`src/rtl/asplit_pkg.sv`:
```
package asplit_pkg;

    localparam int ADDR_W   = 32;
    localparam int LEN_W    = 16;
    localparam int ALIGN_LG = 6;
    localparam int ALIGN_B  = 1 << ALIGN_LG;
    localparam int NSEG     = 3;

    localparam int SLOT_HEAD = 0;
    localparam int SLOT_MID  = 1;
    localparam int SLOT_TAIL = 2;

    typedef struct packed {
        logic [ADDR_W-1:0] addr;
        logic [LEN_W-1:0]  len;
        logic              bounce;
    } seg_t;

    typedef struct packed {
        logic [NSEG-1:0]  live;
        seg_t [NSEG-1:0]  seg;
    } plan_t;

    // Turn one buffer into up to three slots: head, middle, tail.
    function automatic plan_t split_plan(input logic [ADDR_W-1:0] a,
                                         input logic [LEN_W-1:0]  n);
        plan_t                p;
        logic [ALIGN_LG-1:0]  off;
        logic [LEN_W-1:0]     gap, head, rest, mid, tail;
        p    = '0;
        off  = a[ALIGN_LG-1:0];
        gap  = (off == '0) ? '0 : (LEN_W'(ALIGN_B) - LEN_W'(off));
        head = (gap > n) ? n : gap;
        rest = n - head;
        mid  = rest & ~LEN_W'(ALIGN_B - 1);
        tail = rest - mid;
        if (n != '0) begin
            if (mid == '0) begin
                p.live[SLOT_HEAD] = 1'b1;
                p.seg[SLOT_HEAD]  = '{addr: a, len: n, bounce: 1'b1};
            end else begin
                p.live[SLOT_HEAD] = (head != '0);
                p.live[SLOT_MID]  = 1'b1;
                p.live[SLOT_TAIL] = (tail != '0);
                p.seg[SLOT_HEAD]  = '{addr: a, len: head, bounce: 1'b1};
                p.seg[SLOT_MID]   = '{addr: a + ADDR_W'(head), len: mid, bounce: 1'b0};
                p.seg[SLOT_TAIL]  = '{addr: a + ADDR_W'(head) + ADDR_W'(mid),
                                      len: tail, bounce: 1'b1};
            end
        end
        return p;
    endfunction

endpackage

```
`src/rtl/asplit_plan.sv`:
```
module asplit_plan
    import asplit_pkg::*;
(
    input  logic [ADDR_W-1:0] addr,
    input  logic [LEN_W-1:0]  len,
    output plan_t             plan
);
    always_comb begin
        plan = split_plan(addr, len);
    end
endmodule

```
`src/rtl/asplit_issue.sv`:
```
module asplit_issue
    import asplit_pkg::*;
(
    input  logic  clk,
    input  logic  rst,
    input  logic  load,
    input  plan_t plan_in,
    input  logic  out_ready,
    output logic  busy,
    output logic  out_valid,
    output seg_t  out_seg,
    output logic  out_last
);
    logic [NSEG-1:0] live_q;
    logic [NSEG-1:0] pick;
    seg_t [NSEG-1:0] slot_q;

    // Lowest pending slot is the next in address order.
    always_comb begin
        pick = live_q & (~live_q + NSEG'(1));
    end

    generate
        if (NSEG > 1) begin : g_mux
            always_comb begin
                out_seg = '0;
                for (int i = 0; i < NSEG; i++) begin
                    if (pick[i]) out_seg = slot_q[i];
                end
            end
        end else begin : g_single
            always_comb out_seg = slot_q[0];
        end
    endgenerate

    always_comb begin
        out_valid = |live_q;
        busy      = out_valid;
        out_last  = ((live_q & ~pick) == '0);
    end

    always_ff @(posedge clk) begin
        if (rst) begin
            live_q <= '0;
        end else if (load) begin
            live_q <= plan_in.live;
        end else if (out_valid && out_ready) begin
            live_q <= live_q & ~pick;
        end
    end

    always_ff @(posedge clk) begin
        if (load) slot_q <= plan_in.seg;
    end
endmodule

```
`src/rtl/asplit_top.sv`:
```
module asplit_top
    import asplit_pkg::*;
(
    input  logic              clk,
    input  logic              rst,
    input  logic              req_valid,
    output logic              req_ready,
    input  logic [ADDR_W-1:0] req_addr,
    input  logic [LEN_W-1:0]  req_len,
    output logic              seg_valid,
    input  logic              seg_ready,
    output logic [ADDR_W-1:0] seg_addr,
    output logic [LEN_W-1:0]  seg_len,
    output logic              seg_bounce,
    output logic              seg_last
);
    plan_t plan;
    seg_t  cur;
    logic  busy;
    logic  load;

    asplit_plan u_plan (
        .addr (req_addr),
        .len  (req_len),
        .plan (plan)
    );

    always_comb begin
        req_ready = !busy;
        load      = req_valid && req_ready;
    end

    asplit_issue u_issue (
        .clk       (clk),
        .rst       (rst),
        .load      (load),
        .plan_in   (plan),
        .out_ready (seg_ready),
        .busy      (busy),
        .out_valid (seg_valid),
        .out_seg   (cur),
        .out_last  (seg_last)
    );

    always_comb begin
        seg_addr   = cur.addr;
        seg_len    = cur.len;
        seg_bounce = cur.bounce;
    end
endmodule

```
`config.mk`:
```
export PLATFORM = sky130hd
export DESIGN_NAME = asplit_top
export DESIGN_NICKNAME = d
export VERILOG_FILES = /design/src/rtl/asplit_pkg.sv /design/src/rtl/asplit_plan.sv /design/src/rtl/asplit_issue.sv /design/src/rtl/asplit_top.sv
export SDC_FILE = /design/constraint.sdc
export NUM_CORES = 1
export LEC_CHECK = 0
export ABC_CLOCK_PERIOD_IN_PS = 6300
export BUFFER_PORTS_ARGS = -buffer_cell sky130_fd_sc_hd__buf_2
export CORE_UTILIZATION = 30
export DETAILED_ROUTE_END_ITERATION = 10
export GPL_ROUTABILITY_DRIVEN = 0
export HOLD_SLACK_MARGIN = 0.03
export PLACE_DENSITY = 0.47
export SLEW_MARGIN = 20
export SYNTH_ARGS = -nofsm -noshare
export SYNTH_HDL_FRONTEND = slang
export SYNTH_SLANG_ARGS = --single-unit
```
`constraint.sdc`:
```
create_clock -name clk -period 6.3 [get_ports clk]
set_input_delay 0.315 -clock clk [delete_from_list [all_inputs] [get_ports clk]]
set_output_delay 0.315 -clock clk [all_outputs]
set_load 0.05 [all_outputs]
```
== Yosys cells after proc, flatten, opt, wreduce, memory -nomap -nowiden ==
Cells that the tools add are included.
Cells by class
  add/subtract/negate cells: 6
  order comparisons: 1
  multiplexer cells: 12
  bitwise logic cells: 5
  reductions and logical operators: 12
Operator list (number)
  150-bit two-way mux: 1
  49-bit two-way mux: 3
  98-bit two-way mux: 1
  32-bit by 16-bit adder with 32-bit output: 2
  16-bit nonzero test: 3
  16-bit two-way mux: 2
  16-bit subtractor: 2
  17-bit two-way mux: 1
  16-bit > comparator: 1
  16-bit zero test: 1
  7-bit by 6-bit subtractor with 8-bit output (first input constant): 1
  3-bit bitwise AND: 2
  6-bit zero test: 1
  3-bit two-way mux: 2
  3-bit NOT: 2
  3-bit by 1-bit adder with 3-bit output (second input constant): 1
  3-bit zero test: 1
  3-bit OR reduction: 1
  1-bit logical AND: 2
  2-bit two-way mux: 1
  2-bit nonzero test: 1
  2-bit OR reduction: 1
  1-bit zero test: 1
  1-bit two-way mux: 1
  1-bit NOT: 1
Storage, ports and cells
  register bits after elaboration: 150
  output and inout bits: 52
  logic and storage cells: 47

== Logic depth before layout (Yosys ltp) ==
  depth after elaboration: 10
  depth in mapped cells: 33
  mapped depth without buffers: 33

== Modules after synthesis ==
Synthesis repeated with hierarchy kept, for this count alone.
Unflattened totals
  cell total of the unflattened synthesis: 937
  area total of the unflattened synthesis: 9505.4 µm²
Modules (own cells, without submodules)
  asplit_issue: instances 1, cells an instance 334, area each 5486.5 µm²
  asplit_plan: instances 1, cells an instance 601, area each 4008.8 µm²
  asplit_top: instances 1, cells an instance 2, area each 10.0 µm²

== Worst setup path before layout ==
No wires, ideal clock.
  kind: input to register
  from: in req_addr[1]
  to: reg u_issue.slot_q[146] (netlist bit) (data pin)
  library setup time: 0.262 ns
  arrival time: 5.882 ns
  required time: 6.038 ns
  setup slack: 0.156 ns
  stages on the path: 28
  path through: inv_1 ha_1 nand2b_1 o41ai_1 ha_1 nor2b_1 o21a_1 o21a_1 o41ai_4 mux2i_1 ha_1 inv_1 fa_1 a21oi_1 o211ai_1 a211oi_2 nor4bb_1 xor2_1 ha_1 o211ai_1 nand2_1 a41oi_1 nor2_1 o221ai_1 nor3_2 o211ai_2 nor4b_2 mux2_1
On the way
  cells in the longest elaborated chain, start to end: 7
  elaborated cells on any way between the ends: 10
RTL lines
  start, declared: RTL line asplit_top.sv:8  | input logic [ADDR_W-1:0] req_addr,
  parallel branches: the longest is 7 deep, another holds 32-bit by 16-bit adder with 32-bit output
  end signal, assigned: RTL line asplit_issue.sv:53  | if (load) slot_q <= plan_in.seg;
  end, declared: RTL line asplit_issue.sv:16  | seg_t [NSEG-1:0] slot_q;
Parallel ways; which one is timed is not known.
A chain may end at the register's enable or synchronous reset.

== Worst setup path after layout ==
Ends and elaborated chain as after synthesis.

==> reports/metrics.yaml <==
status: "finished, final reports clean"
clockBufferDepth: 2
grt_pass1_wl_um: 37000
tightestPinTransition_ns: 0.909
report.final.slew_viol_count: 0
antenna_found_initial: 0
ff_latch_area_um2: 3780
cpPeakStageDelay_ns: 0.45
synthAdderAreaFrac_pct: 6.71
final_util_pct: 40.8
rsz0062_at_grt: "true"
synth_top_family_by_area: "simple AND/OR/NAND/NOR gates"
max_slew_margin_pct: 39.3
hold_path_class: "in2reg"
vias_per_cell: 4.80
vias: 6953
grt.overflow.total: 0
finClkSkew_ns: 0.00760
clock_sinks: 127
critical_path.max_fanout: 4
clock_latency_ns: 0.42
critical_path.top_delay_family: "compound AO/OA/AOI/OAI gates"
grt_max_degree: 70
drt_iter0_drc: 362
diodes: 0
ir_worst_vdd_mv: 0.169
start_util_pct: 30.8
arrival_ns: 6.33
holdBufCountCts: 0
fin_nets: 1158
root_buffer: "clkbuf_16"
hold_viol: 0
postSynthAreaPerCell_um2: 9.94
total_power_mw: 3.21
synthCells: 840
fin_tns_setup_ns: 0
critPathBufInv: 3
wl_per_cell_um: 16.4
instances_no_fill: 1448
p_per_area_nw_per_um2: 290
numCtsBuffers: 17
mostFrequentLayoutCell: "buf_4"
coreArea_um2: 27100
path_clk_slew_ns: 0.06
htreeDepth: 4
grtUsageTotal_pct: 17.0
p_leak_nw: 4.50
synth_edf_count: 124
path_class: "in2reg"
fillers: 2717
numPortBuffers: 103
cp.required_ns: 6.47
worstSetupEndpointType: "register"
fmax_ghz: 0.162
dp_hpwl_um: 17100
syn_area_um2: 8350
fp-row-count: 60
synth-compound-area-share_pct: 17.1
drive_gt1_share_pct: 30.9
yosys_register_bits: 127
period_needed_ns: 6.16
synth.area.mux_share_pct: 1.38
synth_xor_area_share_pct: 6.01
chipWidth_um: 169
area_growth_pct: 32.3
ys.flop_type: "edfxtp_1"
die_y_um: 169
cts_tree: "yes"
synth-simple-area-share_pct: 19.7
period_share_pct: 97.7
wirelength_um: 23800
grt_pass1_vias: 6793
async_flop_share_pct: 0
post-place-cells: 1398
finalSetupViolations: 0
drc: 0
final_cell_mix: "buf_4, edfxtp_1, buf_2"
reg2reg_setup_slack_ns: 3.38
dr.pass1.iters: 5
start_kind: "primary input"
dieArea_um2: 28500
maxCapViolCount: 0
ioPinCount: 104
ys_warn_count: 0
ys_types: 75
multiInputGateArea_um2: 4560
postRouteAntennaNets: 0
yosysSeqAreaShare_pct: 45.3
slowest_stage: "o41ai_4"
[final cells by class]
class,instances,share of cell area [%]
multi-input combinational,651,41.3
sequential,127,34.3
timing repair buffer,228,13.3
tap,372,4.21
clock buffer,17,3.85
clock inverter,15,1.74
inverter,38,1.38
[power by group]
group	internal, mW	switching (mW)
sequential	1.08	0.0241
combinational	0.391	0.673
clock	0.659	0.386
[worst register-to-register path: cells and delay by family (launching register included)]
family        cells  cell delay (ns)
buf+inv           3             1.64
flops             1             0.31
simple gates      2             0.56
[flip-flops by register name, summed over array words and instances (netlist names)]
signal          flops
u_issue.slot_q    124
u_issue.live_q      3
[cells by family (layout without fill, tap and decap cells)]
group / count (synthesis) / count (layout)
AND/OR/NAND/NOR: 320 / 320
AO/OA/AOI/OAI: 205 / 205
flip-flops: 127 / 127
buffers and inverters: 79 / 298
XOR/XNOR: 53 / 53
adder cells (fa/ha/maj): 43 / 43
multiplexers: 11 / 11
other: 2 / 19
[worst paths after layout]
check                                                     from                           endpoint  depth (start not counted)
worst max register to register  u_issue.live_q[0]$_SDFFE_PP0P_   u_issue.slot_q[79]$_SDFFCE_PN0P_                          5
worst min-delay path                                       rst     u_issue.live_q[0]$_SDFFE_PP0P_                          2
worst min register to register  u_issue.live_q[2]$_SDFFE_PP0P_     u_issue.live_q[2]$_SDFFE_PP0P_                          2
worst max-delay path                               req_addr[1]  u_issue.slot_q[146]$_SDFFCE_PN0P_                         29
[cell usage after synthesis (all sizes together), types with 2 or more instances]
master	count	area share, %
o31ai	7	0.79
o211ai	7	0.69
o31a	3	0.31
nor3	20	1.3
nand3b	3	0.27
or3	5	0.37
nor3b	2	0.18
o21ai	66	4.1
o311a	2	0.24
edfxtp	124	45
and2	16	1.2
mux2i	7	0.84
and4b	2	0.24
clkbuf	31	1.4
fa	3	0.72
nor4	12	1.1
xnor2	31	3.6
o21bai	6	0.54
xor2	22	2.4
a22o	10	1.0
nor4b	2	0.36
o21a	8	0.72
and3	18	1.3
nor2b	37	2.8
or2	3	0.25
nand3	12	0.72
a21oi	32	1.9
a211o	2	0.21
o41ai	3	0.54
a31oi	7	0.52
a211oi	6	0.66
a22oi	26	2.3
dfxtp	3	0.72
ha	40	6.0
nand4b	2	0.21
mux2	4	0.54
conb	2	0.090
nand2	87	3.9
buf	10	0.63
a21o	8	0.72
nand2b	8	0.60
nor2	78	3.5
nand4	10	0.90
inv	38	1.7
[metrics by stage]
step,instance area (µm²),hold slack [ns],setup WS [ns]
2_1_floorplan,8410,0.384,0.156
5_1_grt,11000,0.0819,-0.246
3_5_place_dp,10000,0.520,-0.624
3_3_place_gp,10000,0.510,-0.499
4_1_cts,10700,0.0705,0.0174
6_report,11000,0.0925,0.143
[repair_timing]
item	CTS	global route
buffers inserted	1	18
pin swaps	1	30
endpoints found under the setup margin	8	16
gates resized for setup	5	54
[routing by layer]
| layer | wire, µm | up-vias | GRT usage (%) | share of wire (%) |
|---|---|---|---|---|
| li1 | - | 3514 | - | - |
| met1 | 11700 | 3277 | 23.1 | 49 |
| met2 | 10800 | 136 | 27.0 | 45 |
| met3 | 892 | 26 | 2.95 | 3.7 |
| met4 | 439 | 0 | 6.13 | 1.8 |
| met5 | 0 | - | 0 | 0 |
Note: power is estimated with default switching activity, not from simulation.
